<file path="config.mk">
export PLATFORM = sky130hd
export DESIGN_NAME = spi3w_slave
export DESIGN_NICKNAME = d
export VERILOG_FILES = /design/src/rtl/spi3w_pkg.sv /design/src/rtl/spi3w_sync.sv /design/src/rtl/spi3w_frame.sv /design/src/rtl/spi3w_regs.sv /design/src/rtl/spi3w_pad.sv /design/src/rtl/spi3w_slave.sv
export SDC_FILE = /design/constraint.sdc
export NUM_CORES = 1
export LEC_CHECK = 0
export ABC_CLOCK_PERIOD_IN_PS = 3200
export BUFFER_PORTS_ARGS = -buffer_cell sky130_fd_sc_hd__buf_4
export CAP_MARGIN = 0
export CORE_UTILIZATION = 35
export DETAILED_ROUTE_END_ITERATION = 10
export PLACE_DENSITY_LB_ADDON = 0.2
export REMOVE_ABC_BUFFERS = 1
export SYNTH_ARGS = -nofsm -noshare
export SYNTH_HDL_FRONTEND = slang
export SYNTH_SLANG_ARGS = --single-unit
export TNS_END_PERCENT = 1
</file>
<file path="constraint.sdc">
create_clock -name clk -period 3.2 [get_ports clk]
set_input_delay 0.32 -clock clk [delete_from_list [all_inputs] [get_ports clk]]
set_output_delay 0.32 -clock clk [all_outputs]
set_load 0.05 [all_outputs]
</file>
<file path="src/rtl/spi3w_pkg.sv">
package spi3w_pkg;
  // Control register bit positions at address 0
  localparam int OD_BIT   = 0;
  localparam int SRST_BIT = 7;

  // Order of the synchronized pin vector
  localparam int PIN_SDI  = 0;
  localparam int PIN_SCLK = 1;
  localparam int PIN_SEL  = 2;
  localparam int PIN_N    = 3;

  typedef struct packed {
    logic drive;
    logic bit_val;
  } tx_req_t;
endpackage

</file>
<file path="src/rtl/spi3w_sync.sv">
module spi3w_sync #(
  parameter int W = 3,
  parameter int STAGES = 2,
  parameter logic [W-1:0] RST_VAL = '0
) (
  input  logic         clk,
  input  logic         rst,
  input  logic [W-1:0] d,
  output logic [W-1:0] q
);
  logic [W-1:0] st [STAGES];

  always_ff @(posedge clk) begin
    if (rst) begin
      for (int s = 0; s < STAGES; s++) st[s] <= RST_VAL;
    end else begin
      st[0] <= d;
      for (int s = 1; s < STAGES; s++) st[s] <= st[s-1];
    end
  end

  assign q = st[STAGES-1];
endmodule

</file>
<file path="src/rtl/spi3w_frame.sv">
module spi3w_frame
  import spi3w_pkg::*;
#(
  parameter int ADDR_W = 7,
  parameter int DATA_W = 8,
  localparam int FRAME = ADDR_W + 1 + DATA_W,
  localparam int CNT_W = $clog2(FRAME)
) (
  input  logic              clk,
  input  logic              rst,
  input  logic              sel_act,
  input  logic              sclk_rise,
  input  logic              sclk_fall,
  input  logic              sdi,
  input  logic [DATA_W-1:0] rd_data,
  output logic [ADDR_W-1:0] rd_addr,
  output logic              wr_en,
  output logic [ADDR_W-1:0] wr_addr,
  output logic [DATA_W-1:0] wr_data,
  output tx_req_t           tx_req,
  output logic [CNT_W-1:0]  bit_cnt
);
  localparam int SH_W = (ADDR_W > DATA_W - 1) ? ADDR_W : DATA_W - 1;
  localparam logic [CNT_W-1:0] RW_IDX   = CNT_W'(ADDR_W);
  localparam logic [CNT_W-1:0] LAST_IDX = CNT_W'(FRAME - 1);
  localparam logic [CNT_W-1:0] RD_FIRST = CNT_W'(ADDR_W + 1);

  logic [CNT_W-1:0]  cnt_q;
  logic              rd_mode_q;
  logic              drive_q;
  logic              wr_en_q;
  logic [SH_W-1:0]   sh_q;
  logic [ADDR_W-1:0] addr_q;
  logic [DATA_W-1:0] tx_sh_q;
  logic              tx_bit_q;
  logic [DATA_W-1:0] wr_data_q;

  logic take_rise, take_fall;
  assign take_rise = sel_act && sclk_rise;
  assign take_fall = sel_act && sclk_fall && rd_mode_q && (cnt_q >= RD_FIRST);

  // Control state: cleared by reset or by select going high
  always_ff @(posedge clk) begin
    if (rst || !sel_act) begin
      cnt_q     <= '0;
      rd_mode_q <= 1'b0;
      drive_q   <= 1'b0;
      wr_en_q   <= 1'b0;
    end else begin
      wr_en_q <= 1'b0;
      if (sclk_rise) begin
        if (cnt_q == RW_IDX) rd_mode_q <= sdi;
        if (cnt_q == LAST_IDX) begin
          cnt_q     <= '0;
          rd_mode_q <= 1'b0;
          drive_q   <= 1'b0;
          wr_en_q   <= !rd_mode_q;
        end else begin
          cnt_q <= cnt_q + 1'b1;
        end
      end else if (take_fall) begin
        drive_q <= 1'b1;
      end
    end
  end

  // Datapath registers: no reset needed
  always_ff @(posedge clk) begin
    if (take_rise) begin
      sh_q <= {sh_q[SH_W-2:0], sdi};
      if (cnt_q == RW_IDX) begin
        addr_q  <= sh_q[ADDR_W-1:0];
        tx_sh_q <= rd_data;
      end
      if (cnt_q == LAST_IDX) wr_data_q <= {sh_q[DATA_W-2:0], sdi};
    end else if (take_fall) begin
      tx_bit_q <= tx_sh_q[DATA_W-1];
      tx_sh_q  <= {tx_sh_q[DATA_W-2:0], 1'b0};
    end
  end

  assign rd_addr        = sh_q[ADDR_W-1:0];
  assign wr_en          = wr_en_q;
  assign wr_addr        = addr_q;
  assign wr_data        = wr_data_q;
  assign tx_req.drive   = drive_q;
  assign tx_req.bit_val = tx_bit_q;
  assign bit_cnt        = cnt_q;
endmodule

</file>
<file path="src/rtl/spi3w_regs.sv">
module spi3w_regs
  import spi3w_pkg::*;
#(
  parameter int ADDR_W = 7,
  parameter int DATA_W = 8,
  parameter int N_REGS = 4,
  parameter logic [DATA_W-1:0] GP_RST = 8'hA5
) (
  input  logic              clk,
  input  logic              rst,
  input  logic              wr_en,
  input  logic [ADDR_W-1:0] wr_addr,
  input  logic [DATA_W-1:0] wr_data,
  input  logic [ADDR_W-1:0] rd_addr,
  output logic [DATA_W-1:0] rd_data,
  output logic              od_en
);
  logic [N_REGS*DATA_W-1:0] gp_flat;
  logic ctl_wr, soft_rst, od_q;

  assign ctl_wr   = wr_en && (wr_addr == '0);
  assign soft_rst = ctl_wr && wr_data[SRST_BIT];

  always_ff @(posedge clk) begin
    if (rst || soft_rst) od_q <= 1'b0;
    else if (ctl_wr)     od_q <= wr_data[OD_BIT];
  end

  for (genvar i = 0; i < N_REGS; i++) begin : g_reg
    if (i == 0) begin : g_ctl_slot
      assign gp_flat[DATA_W-1:0] = '0;
    end else begin : g_gp
      logic [DATA_W-1:0] r_q;
      always_ff @(posedge clk) begin
        if (rst || soft_rst) r_q <= GP_RST;
        else if (wr_en && wr_addr == ADDR_W'(i)) r_q <= wr_data;
      end
      assign gp_flat[i*DATA_W +: DATA_W] = r_q;
    end
  end

  always_comb begin
    rd_data = '0;
    if (rd_addr == '0) begin
      rd_data[OD_BIT] = od_q;
    end else begin
      for (int i = 1; i < N_REGS; i++)
        if (rd_addr == ADDR_W'(i)) rd_data = gp_flat[i*DATA_W +: DATA_W];
    end
  end

  assign od_en = od_q;
endmodule

</file>
<file path="src/rtl/spi3w_pad.sv">
module spi3w_pad
  import spi3w_pkg::*;
(
  input  logic    clk,
  input  logic    rst,
  input  logic    od_en,
  input  tx_req_t tx_req,
  output logic    pad_o,
  output logic    pad_oe
);
  always_ff @(posedge clk) begin
    if (rst) begin
      pad_o  <= 1'b0;
      pad_oe <= 1'b0;
    end else if (od_en) begin
      pad_o  <= 1'b0;
      pad_oe <= tx_req.drive && !tx_req.bit_val;
    end else begin
      pad_o  <= tx_req.bit_val;
      pad_oe <= tx_req.drive;
    end
  end
endmodule

</file>
<file path="src/rtl/spi3w_slave.sv">
module spi3w_slave
  import spi3w_pkg::*;
#(
  parameter int ADDR_W = 7,
  parameter int DATA_W = 8,
  parameter int N_REGS = 4,
  parameter int SYNC_STAGES = 2,
  parameter logic [DATA_W-1:0] GP_RST = 8'hA5
) (
  input  logic clk,
  input  logic rst,
  input  logic sclk_i,
  input  logic ssel_n_i,
  input  logic sdio_i,
  output logic sdio_o,
  output logic sdio_oe
);
  localparam int FRAME = ADDR_W + 1 + DATA_W;
  localparam int CNT_W = $clog2(FRAME);
  localparam logic [PIN_N-1:0] PIN_IDLE = PIN_N'(1) << PIN_SEL;

  logic [PIN_N-1:0]  pins_raw, pins_s;
  logic              sclk_d, sclk_rise, sclk_fall, sel_act;
  logic [ADDR_W-1:0] rd_addr, wr_addr;
  logic [DATA_W-1:0] rd_data, wr_data;
  logic              wr_en, od_en;
  tx_req_t           tx_req;
  logic [CNT_W-1:0]  bit_cnt;

  always_comb begin
    pins_raw           = '0;
    pins_raw[PIN_SDI]  = sdio_i;
    pins_raw[PIN_SCLK] = sclk_i;
    pins_raw[PIN_SEL]  = ssel_n_i;
  end

  spi3w_sync #(.W(PIN_N), .STAGES(SYNC_STAGES), .RST_VAL(PIN_IDLE)) u_sync (
    .clk(clk), .rst(rst), .d(pins_raw), .q(pins_s)
  );

  always_ff @(posedge clk) begin
    if (rst) sclk_d <= 1'b0;
    else     sclk_d <= pins_s[PIN_SCLK];
  end

  assign sclk_rise = pins_s[PIN_SCLK] && !sclk_d;
  assign sclk_fall = !pins_s[PIN_SCLK] && sclk_d;
  assign sel_act   = !pins_s[PIN_SEL];

  spi3w_frame #(.ADDR_W(ADDR_W), .DATA_W(DATA_W)) u_frame (
    .clk(clk), .rst(rst), .sel_act(sel_act),
    .sclk_rise(sclk_rise), .sclk_fall(sclk_fall), .sdi(pins_s[PIN_SDI]),
    .rd_data(rd_data), .rd_addr(rd_addr),
    .wr_en(wr_en), .wr_addr(wr_addr), .wr_data(wr_data),
    .tx_req(tx_req), .bit_cnt(bit_cnt)
  );

  spi3w_regs #(.ADDR_W(ADDR_W), .DATA_W(DATA_W), .N_REGS(N_REGS), .GP_RST(GP_RST)) u_regs (
    .clk(clk), .rst(rst), .wr_en(wr_en), .wr_addr(wr_addr), .wr_data(wr_data),
    .rd_addr(rd_addr), .rd_data(rd_data), .od_en(od_en)
  );

  spi3w_pad u_pad (
    .clk(clk), .rst(rst), .od_en(od_en), .tx_req(tx_req),
    .pad_o(sdio_o), .pad_oe(sdio_oe)
  );
endmodule

</file>
==> impl_metrics.py, run 1 <==
metrics = {
    "status": {
        "status": "complete, no violations",
    },
    "critical_path": {
        "start_kind": "flop",
        "rr_worst_depth": 3,
        "rr_endpoint": "u_frame.wr_addr[4]",
        "path_buf_inv": 0,
        "worst_r2r_startpoint": "u_frame.bit_cnt[0]",
        "crit_family": "simple AND/OR/NAND/NOR gates",
        "critical_path.slowest_cell": "nor3_1",
        "slowest_delay_ns": 0.76,
        "worstPathMaxFanout": 7,
        "worstSetupPathType": "flop to flop",
        "required_ns": 3.17,
        "cp-end-kind": "flop",
        "r2r_slack_ns": 1.25,
        "cp.arrival_ns": 1.92,
        "crit_chain": "ha_1 > nand4b_1 > nor3_1",
    },
    "hold_path": {
        "min_to": "u_sync.st[0][2]",
        "hold_class": "primary input to flop",
        "worstHoldStart": "ssel_n_i",
        "worstHoldPathCells": 2,
    },
    "cts": {
        "cts_hold_buf": 0,
        "cts.reportedPaths.clkPinSlew_ns": 0.08,
        "cts_setup_buffers": 0,
        "clockBufferDepth": 2,
        "cts-root-buf": "clkbuf_8",
        "cts_tree": "built",
        "clock_sinks": 72,
        "postCtsResizedCells": 0,
        "htree_num_levels": 3,
        "cts_buffers": 9,
        "clock_latency_ns": 0.34,
    },
    "synth": {
        "synth_ff_type": "dfxtp_1",
        "synth.top_cell.area_share_pct": 31.9,
        "yosysTopAreaCell": "edfxtp_1",
        "synth_warnings": 0,
        "synth_area_sq_um": 2920,
        "synth_cell_type_count": 45,
        "synth.most_common_cell": "dfxtp_1",
        "avgSynthCellArea_sq_um": 11.1,
        "ys_seq_elements": 72,
        "yosysSeqAreaShare_pct": 60.0,
        "async_flop_share_pct": 0,
        "netlist_top_cells_area": "edfxtp_1 (32%), dfxtp_1 (28%), nand3_1 (6.3%)",
        "syn_inst": 264,
        "synth_edf_count": 31,
        "synthTopCellsByCount": "dfxtp_1 (41), nand3_1 (37), edfxtp_1 (31), o21ai_0 (31)",
    },
    "drt": {
        "vias": 2025,
        "dr.pass1.iters": 4,
        "drtIter0Drc": 213,
        "wl_per_cell_um": 17.2,
        "drc_errors": 0,
        "drt_wl_total_um": 6460,
        "ant_nets": 0,
        "routed_via_density": 5.39,
    },
    "job": {
        "maxCapViolations": 0,
    },
    "power_and_ir_drop": {
        "p_sw_uw": 372,
        "pwr-share-seq_pct": 56.6,
        "sw_frac_of_total_pct": 21.9,
        "intPower_mw": 1.33,
        "peakVddDrop_mv": 0.231,
        "p_leak_nw": 1.02,
        "power_density_nw_per_um2": 522,
        "fin_total_pwr_mw": 1.70,
        "power_frac_comb_pct": 1.5,
        "clkPwrFrac_pct": 42.0,
    },
    "global_routing": {
        "top_usage_layer": "met2",
        "grt_pass1_wl_um": 10800,
        "grt_pass1_vias": 1953,
        "grt_usage_pct": 16.8,
        "use_met1_pct": 23.5,
        "use_met3_pct": 4.88,
        "grt_max_degree": 29,
        "antenna_found_initial": 0,
        "overflow": 0,
        "gr-usage-met2_pct": 24.6,
    },
    "sta": {
        "fmax_mhz": 512,
        "skew_ns": 0.0105,
        "tightestPinTransition_ns": 0.913,
        "finalHoldViolCount": 0,
        "setup_tns_ns": 0,
        "min_period_over_period_pct": 61.0,
        "max_slew_margin_pct": 38.7,
        "period_minus_slack_ns": 1.95,
        "rsz0062_at_grt": "no",
        "setup_viol": 0,
        "report.final.slew_viol_count": 0,
    },
    "die": {
        "die_w_um": 93.3,
        "core_sq_um": 7890,
        "initial_core_util_pct": 37.0,
        "dieArea_sq_um": 8710,
        "dieHeight_um": 93.3,
        "ios": 7,
        "rows": 32,
    },
    "placement": {
        "placedCellCount": 360,
        "placed_cell_area_sq_um": 3060,
        "gp_congestion": 0.765,
        "hpwl_um": 4320,
        "io_buffers": 6,
    },
    "final_layout": {
        "syn2layout_area_growth_pct": 11.5,
        "drive_gt1_share_pct": 13.5,
        "stdcell_area_sq_um": 3250,
        "fin_cells": 376,
        "nets": 276,
        "diodes": 0,
    },
}
-- sequential cells by signal, summed over array words and instances (netlist names) --
register	count
u_frame.bit_cnt	4
u_frame.wr_data	8
u_regs.od_en	1
u_regs.g.g_gp.r_q	24
u_pad.pad_o	1
u_frame.wr_en	1
u_frame.tx_bit_q	1
u_frame.wr_addr	7
u_frame.rd_addr	7
sclk_d	1
u_sync.st	6
u_frame.rd_mode_q	1
u_frame.tx_sh_q	8
u_pad.pad_oe	1
u_frame.drive_q	1
-- per-stage QoR --
step | worst slack, ns | hold WS [ns] | util (%)
finish | 1.25 | 0.166 | 41.3
CTS | 1.24 | 0.148 | 41.3
global route | 1.07 | 0.138 | 41.3
detailed placement | 1.27 | 0.399 | 38.8
global placement | 1.30 | 0.393 | 38.8
floorplan | 1.17 | 0.389 | -
-- cell families after synthesis --
logic type | count (synthesis) | synth area share, %
DFF | 72 | 60.0
buffers and inverters | 24 | 3.39
and+or+nand+nor | 95 | 20.2
AOI/OAI and AO/OA | 67 | 13.8
adders and majority gates | 2 | 0.857
xor gates and xnor gates | 2 | 0.600
muxes | 2 | 1.11
-- routing by layer --
layer / routed length, um / vias up
li1: - / 1003
met4: 72 / 0
met3: 306 / 4
met2: 2890 / 48
met5: 0 / -
met1: 3200 / 970
-- worst max-delay path by stage --
stage / to / start / cells past startpoint
3_3_place_gp: u_frame.wr_data[2] / u_sync.st[0][4] / 3
3_5_place_dp: u_frame.wr_addr[2] / u_frame.bit_cnt[0] / 3
2_1_floorplan: u_regs.g_reg[1].g_gp.r_q[0] / u_frame.wr_addr[3] / 3
5_1_grt: u_frame.wr_addr[4] / u_frame.bit_cnt[0] / 3
4_1_cts: u_frame.wr_addr[4] / u_frame.bit_cnt[0] / 3
6_report: u_frame.wr_addr[4] / u_frame.bit_cnt[0] / 3
-- placed cells by master, fill, tap and decap left out, types with 2 or more instances in the layout --
cell,n
dfxtp_1,41
nand3_1,37
o21ai_0,31
edfxtp_1,31
a21oi_1,15
buf_4,12
nand2_1,9
clkbuf_8,9
nor4_1,7
a22oi_1,7
a22o_1,7
nor2b_1,7
inv_1,6
nor2_1,5
or2_2,4
nor4bb_1,3
nor3_1,3
or3_1,2
nor4_4,2
nand4_1,2
nand4b_1,2
nor3b_1,2
nand4bb_1,2
ha_1,2
clkinvlp_4,2
-- final cells by class --
type                            count  area (sq um)
Clock buffer                        9           124
Tap cell                          102           128
Clock inverter                      7          71.3
Timing Repair Buffer               12          90.1
Sequential cell                    72          1750
Fill cell                         737          4630
Multi-Input combinational cell    168          1070
Inverter                            6          22.5
-- worst register-to-register path: cells and delay by family, from the launching register on --
kind                     cells  cell delay [ns]
AND/OR/NAND/NOR              2             0.97
adder cells (fa/ha/maj)      1             0.22
flip-flops                   1             0.40
-- power groups by stage --
stage          clock network, mW  logic (mW)  registers [mW]
5_1_grt                    0.773      0.0275           0.962
3_3_place_gp                   0      0.0253           0.982
3_5_place_dp                   0      0.0254           0.982
2_1_floorplan                  0      0.0128           0.981
4_1_cts                    0.730      0.0254           0.961
6_report                   0.713      0.0251           0.961
No activity file was read; power rests on OpenSTA's default activity.
==> inputs of run 2 (changes only) <==
--- a/config.mk
+++ b/config.mk
@@ -5,7 +5,8 @@
 export SDC_FILE = /design/constraint.sdc
 export NUM_CORES = 1
 export LEC_CHECK = 0
-export ABC_CLOCK_PERIOD_IN_PS = 3200
+export ABC_AREA = 1
+export ABC_CLOCK_PERIOD_IN_PS = 1900
 export BUFFER_PORTS_ARGS = -buffer_cell sky130_fd_sc_hd__buf_4
 export CAP_MARGIN = 0
 export CORE_UTILIZATION = 35
==> constraint.sdc (replaced) <==
create_clock -name clk -period 1.9 [get_ports clk]
set_input_delay 0.19 -clock clk [delete_from_list [all_inputs] [get_ports clk]]
set_output_delay 0.19 -clock clk [all_outputs]
set_load 0.05 [all_outputs]
==> run 2 against run 1 <==
Against the previous run: non-clock buffer count down 1; wire length down 5.9%; synthesized cell count up 21%; power up 61%; die area up 5.5%; sequential cell count unchanged; sequential share of layout area down 2.0 points; hold slack worse by 0.14 ns; cell area up 3.8%; final cell count up 18%; critical path depth up 5; global-route usage down 1.2 points; largest power group unchanged.
==> impl_metrics.py, run 2 <==
metrics = {
    "status": {
        "status": "complete, no violations",
    },
    "global_routing": {
        "overflow": 0,
        "grt_pass1_vias": 2101,
        "antenna_found_initial": 0,
        "grt_usage_pct": 15.6,
        "grt_pass1_wl_um": 10400,
        "grt_max_degree": 20,
    },
    "die": {
        "die_w_um": 95.8,
        "initial_core_util_pct": 36.8,
        "rows": 33,
        "core_sq_um": 8380,
        "dieArea_sq_um": 9180,
        "ios": 7,
        "dieHeight_um": 95.8,
    },
    "final_layout": {
        "nets": 339,
        "syn2layout_area_growth_pct": 9.66,
        "fin_cells": 442,
        "diodes": 0,
        "drive_gt1_share_pct": 19.0,
        "top_register": "u_regs.g.g_gp.r_q",
        "final_common_cell": "nand2_1",
        "nFillCells": 870,
        "stdcell_area_sq_um": 3380,
        "final_cell_mix": "nand2_1 (63), nand3_1 (41), dfxtp_1 (41), nor2_1 (31), edfxtp_1 (31)",
        "largest_reg_flops": 24,
    },
    "critical_path": {
        "start_kind": "flop",
        "slowest_delay_ns": 0.45,
        "worstPathMaxFanout": 19,
        "rr_worst_depth": 8,
        "crit_chain": "inv_2 > nand2_2 > nor2_8 > nand2_4 > nor2_1 > nor2_1 > nand2_1 > nand2_1",
        "rr_endpoint": "u_frame.tx_sh_q[1]",
        "cp.arrival_ns": 1.74,
        "worst_r2r_startpoint": "u_frame.rd_addr[5]",
        "r2r_slack_ns": 0.27,
        "critical_path.slowest_cell": "edfxtp_1",
        "worstSetupPathType": "flop to flop",
        "cp-end-kind": "flop",
        "required_ns": 2.01,
    },
    "placement": {
        "gp_congestion": 0.736,
        "hpwl_um": 4250,
        "placedCellCount": 426,
        "placed_cell_area_sq_um": 3210,
        "io_buffers": 6,
    },
    "synth": {
        "yosysTopAreaCell": "edfxtp_1",
        "ys_seq_elements": 72,
        "synth_edf_count": 31,
        "synth_ff_type": "dfxtp_1",
        "synth.top_cell.area_share_pct": 30.2,
        "yosysSeqAreaShare_pct": 56.8,
        "synth_warnings": 0,
        "synth.most_common_cell": "nand2_1",
        "async_flop_share_pct": 0,
        "netlist_top_cells_area": "edfxtp_1 (30%), dfxtp_1 (27%), nand2_1 (7.7%)",
        "synthTopCellsByCount": "nand2_1 (63), dfxtp_1 (41), nand3_1 (41)",
        "synth_cell_type_count": 30,
        "synth_area_sq_um": 3080,
        "syn_inst": 319,
        "avgSynthCellArea_sq_um": 9.66,
    },
    "cts": {
        "clockBufferDepth": 2,
        "cts_buffers": 9,
        "htree_num_levels": 3,
        "cts_tree": "built",
        "cts.reportedPaths.clkPinSlew_ns": 0.08,
        "cts-root-buf": "clkbuf_8",
        "clock_sinks": 72,
        "cts_setup_buffers": 0,
        "clock_latency_ns": 0.35,
        "postCtsResizedCells": 0,
        "cts_hold_buf": 0,
    },
    "hold_path": {
        "hold_class": "primary input to flop",
        "min_to": "u_sync.st[0][2]",
        "worstHoldPathCells": 2,
        "worstHoldStart": "ssel_n_i",
    },
    "drt": {
        "wl_per_cell_um": 13.8,
        "ant_nets": 0,
        "routed_via_density": 4.81,
        "drt_wl_total_um": 6080,
        "drtIter0Drc": 85,
        "vias": 2124,
        "dr.pass1.iters": 4,
        "drc_errors": 0,
    },
    "job": {
        "maxCapViolations": 0,
    },
    "power_and_ir_drop": {
        "power_density_nw_per_um2": 809,
        "p_leak_nw": 1.26,
        "peakVddDrop_mv": 0.345,
    },
    "sta": {
        "finalHoldViolCount": 0,
        "rsz0062_at_grt": "no",
        "setup_viol": 0,
        "report.final.slew_viol_count": 0,
        "max_slew_margin_pct": 60.8,
        "skew_ns": 0.0131,
        "period_minus_slack_ns": 1.63,
        "fmax_mhz": 614,
        "setup_tns_ns": 0,
        "tightestPinTransition_ns": 0.589,
        "min_period_over_period_pct": 85.8,
    },
}
==> run 2: changes by cell type in the layout (fill, tap and decap cells not counted), moves of 9 or more <==
| cell | before | now |
|---|---|---|
| inv_1 | 6 | 25 |
| nor2_1 | 5 | 31 |
| a21oi_1 | 15 | 6 |
| o21ai_0 | 31 | 13 |
| o21ai_1 | 0 | 14 |
| nand2_1 | 9 | 63 |
| a21oi_2 | 0 | 11 |
==> run 2: how the worst max path moves through the flow <==
| stage | end | slack [ns] | from |
|---|---|---|---|
| CTS | u_frame.tx_sh_q[1] | 0.25 | u_frame.rd_addr[5] |
| global route | u_frame.tx_sh_q[2] | 0.08 | u_frame.rd_addr[5] |
| floorplan | u_frame.wr_data[0] | 0.18 | u_sync.st[0][4] |
| global placement | u_frame.tx_sh_q[1] | 0.29 | u_frame.rd_addr[5] |
| detailed placement | u_frame.tx_sh_q[1] | 0.27 | u_frame.rd_addr[5] |
| finish | u_frame.tx_sh_q[1] | 0.27 | u_frame.rd_addr[5] |
==> run 2: cell families after synthesis <==
group	count (synthesis)	share of synthesized area (%)
flip-flops	72	56.8
adder cells (fa/ha/maj)	2	0.812
buffers and inverters	35	6.01
AND/OR/NAND/NOR	163	27.1
AO/OA/AOI/OAI	47	9.22
==> run 2: area by class of cell <==
class                      instances  area, sq um  share of cell area, %
sequential                        72         1750                   51.8
inverter                          26         97.6                   2.89
clock buffer                      10          128                   3.78
multi-input combinational        212         1140                   33.9
timing repair buffer              11         82.6                   2.44
tap                              105          131                   3.89
clock inverter                     6         43.8                   1.30
==> run 2: per-layer routing <==
metal  part of all wire [%]  GRT usage, %  vias to the layer above
met5                      0             0                        -
met4                    1.3          5.47                        0
met3                    3.5          5.21                        8
met2                     48          25.4                       30
met1                     48          19.3                      993
li1                       -             -                     1093
==> run 2: per-stage QoR <==
step                setup slack (ns)  total power, mW  utilization, %  hold slack, ns
detailed placement             0.270             1.69            38.3           0.379
finish                         0.270             2.73            40.3          0.0214
global route                  0.0820             2.83            40.3        0.000334
floorplan                      0.179             1.67               -           0.261
global placement               0.293             1.69            38.3           0.378
CTS                            0.250             2.77            40.3         0.00371
==> run 2: worst max-delay path: cells and delay by family, from the launching register on <==
kind	cells	cell delay, ns
DFF	1	0.45
buffers and inverters	1	0.10
and+or+nand+nor	7	0.83
==> run 2: report_power, final <==
part / internal [mW] / switching (mW)
logic: 0.0142 / 0.0299
clock network: 0.479 / 0.597
registers: 1.61 / 0.00494
==> inputs of run 3 (changes only) <==
--- a/config.mk
+++ b/config.mk
@@ -6,7 +6,7 @@
 export NUM_CORES = 1
 export LEC_CHECK = 0
 export ABC_AREA = 1
-export ABC_CLOCK_PERIOD_IN_PS = 1900
+export ABC_CLOCK_PERIOD_IN_PS = 1700
 export BUFFER_PORTS_ARGS = -buffer_cell sky130_fd_sc_hd__buf_4
 export CAP_MARGIN = 0
 export CORE_UTILIZATION = 35
==> constraint.sdc (replaced) <==
create_clock -name clk -period 1.7 [get_ports clk]
set_input_delay 0.17 -clock clk [delete_from_list [all_inputs] [get_ports clk]]
set_output_delay 0.17 -clock clk [all_outputs]
set_load 0.05 [all_outputs]
==> run 3 against run 2 <==
Against the previous run: sequential power up 12%; wire length increased by 3.1%; first-iteration DRC count grew 47%; combinational power up 24%; count of clock-buffer cells in the layout increased by 2; global-route usage hardly changed; sequential cell count did not move; clock power increased by 46%; critical path type unchanged; critical endpoint is now u_frame.tx_sh_q[0]; largest cell class unchanged.
==> impl_metrics.py, run 3 (synthesis results as in run 2) <==
metrics = {
    "status": {
        "status": "complete, no violations",
    },
    "power_and_ir_drop": {
        "p_sw_uw": 662,
        "clkPwrFrac_pct": 45.9,
        "p_leak_nw": 1.31,
        "power_density_nw_per_um2": 985,
        "power_frac_comb_pct": 1.6,
        "peakVddDrop_mv": 0.558,
        "fin_total_pwr_mw": 3.44,
        "pwr-share-seq_pct": 52.5,
        "sw_frac_of_total_pct": 19.3,
        "intPower_mw": 2.77,
    },
    "die": {
        "die_w_um": 95.8,
        "dieHeight_um": 95.8,
        "core_sq_um": 8380,
        "rows": 33,
        "dieArea_sq_um": 9180,
        "ios": 7,
        "initial_core_util_pct": 36.8,
    },
    "sta": {
        "min_period_over_period_pct": 92.3,
        "max_slew_margin_pct": 72.8,
        "fmax_mhz": 638,
        "period_minus_slack_ns": 1.57,
        "setup_viol": 0,
        "finalHoldViolCount": 0,
        "skew_ns": 0.00723,
        "setup_slack_ns": 0.131,
        "tightestPinTransition_ns": 0.407,
        "report.final.slew_viol_count": 0,
    },
    "final_layout": {
        "final_common_cell": "nand2_1",
        "largest_reg_flops": 24,
        "final_cell_mix": "nand2_1 (63), nand3_1 (41), dfxtp_1 (41), edfxtp_1 (31), nor2_1 (30)",
        "nets": 343,
        "top_register": "u_regs.g.g_gp.r_q",
        "fin_cells": 446,
        "drive_gt1_share_pct": 19.9,
        "stdcell_area_sq_um": 3490,
        "fin_util_pct": 41.6,
        "diodes": 0,
        "syn2layout_area_growth_pct": 13.1,
    },
    "drt": {
        "dr.pass1.iters": 4,
        "routed_via_density": 4.89,
        "vias": 2181,
        "wl_per_cell_um": 14.1,
        "drt_wl_total_um": 6270,
        "drc_errors": 0,
        "ant_nets": 0,
        "drtIter0Drc": 125,
    },
    "global_routing": {
        "overflow": 0,
        "antenna_found_initial": 0,
        "grt_usage_pct": 15.6,
        "grt_pass1_wl_um": 10500,
        "grt_pass1_vias": 2069,
        "grt_max_degree": 19,
    },
    "critical_path": {
        "cp.arrival_ns": 1.62,
        "critical_path.slowest_cell": "dfxtp_1",
        "cp-end-kind": "flop",
        "start_kind": "flop",
        "required_ns": 1.75,
        "worstPathMaxFanout": 8,
        "slowest_delay_ns": 0.36,
        "worstSetupPathType": "flop to flop",
        "crit_chain": "ha_1 > nand2_1 > nor2_2 > inv_1 > nor3_2 > or2_4",
    },
    "placement": {
        "post-place-ws_ns": 0.102,
        "gp_congestion": 0.788,
        "hpwl_um": 4350,
        "io_buffers": 6,
        "placedCellCount": 429,
        "placed_cell_area_sq_um": 3230,
    },
    "hold_path": {
        "hold_class": "primary input to flop",
    },
    "cts": {
        "cts.reportedPaths.clkPinSlew_ns": 0.07,
        "cts_buffers": 9,
        "clock_latency_ns": 0.34,
        "cts_tree": "built",
        "clockBufferDepth": 2,
        "clock_sinks": 72,
        "cts-root-buf": "clkbuf_8",
        "htree_num_levels": 3,
    },
    "job": {
        "maxCapViolations": 0,
    },
}
[run 3: final cells by class]
class,instances,area (sq um)
timing repair buffer,15,115
sequential,72,1750
clock inverter,4,73.8
fill,842,4900
multi-input combinational,212,1150
inverter,26,97.6
tap,105,131
clock buffer,12,166
[run 3: per-stage QoR]
| step | setup TNS (ns) | hold WS, ns |
|---|---|---|
| after floorplan | -0.273 | 0.241 |
| after global placement | 0 | 0.358 |
| after detailed placement | 0 | 0.359 |
| after CTS | 0 | 0.0110 |
| after global routing | -0.0835 | 0.0159 |
| final | 0 | 0.0254 |
[run 3: layer usage]
layer / GRT usage, % / wire length [um] / up-vias
li1: - / - / 1101
met2: 24.7 / 2980 / 34
met1: 20.6 / 3020 / 1042
met5: 0 / 0 / -
met3: 4.27 / 219 / 4
met4: 4.85 / 51 / 0
[run 3: repair_timing]
item | CTS | global route
resized for setup | 0 | 2
hold buffers | 1 | 0
setup buffers | 0 | 0
endpoints found under the hold margin | 1 | 0
setup endpoints to repair | 0 | 15
[run 3: power by group through the flow]
| stage | Clock [mW] | Combinational, mW | Sequential (mW) |
|---|---|---|---|
| floorplan | 0 | 0.0275 | 1.84 |
| global placement | 0 | 0.0519 | 1.84 |
| detailed placement | 0 | 0.0527 | 1.84 |
| CTS | 1.62 | 0.0547 | 1.80 |
| global route | 1.69 | 0.0602 | 1.80 |
| finish | 1.58 | 0.0545 | 1.80 |
[run 3: final timing paths]
path / startpoint / to / slack, ns / cells after the start
worst min register to register: u_sync.st[0][1] / u_sync.st[0][4] / 0.41 / 2
worst min-delay path: sclk_i / u_sync.st[0][1] / 0.03 / 3
worst max register to register: u_frame.bit_cnt[1] / u_frame.tx_sh_q[0] / 0.13 / 6
worst max-delay path: u_frame.bit_cnt[1] / u_frame.tx_sh_q[0] / 0.13 / 6
[run 3: critical path, delay by kind of cell (launching register included)]
kind,cells,cell delay (ns)
fa+ha+maj,1,0.18
simple gates,4,0.65
flops,1,0.36
buf+inv,1,0.08
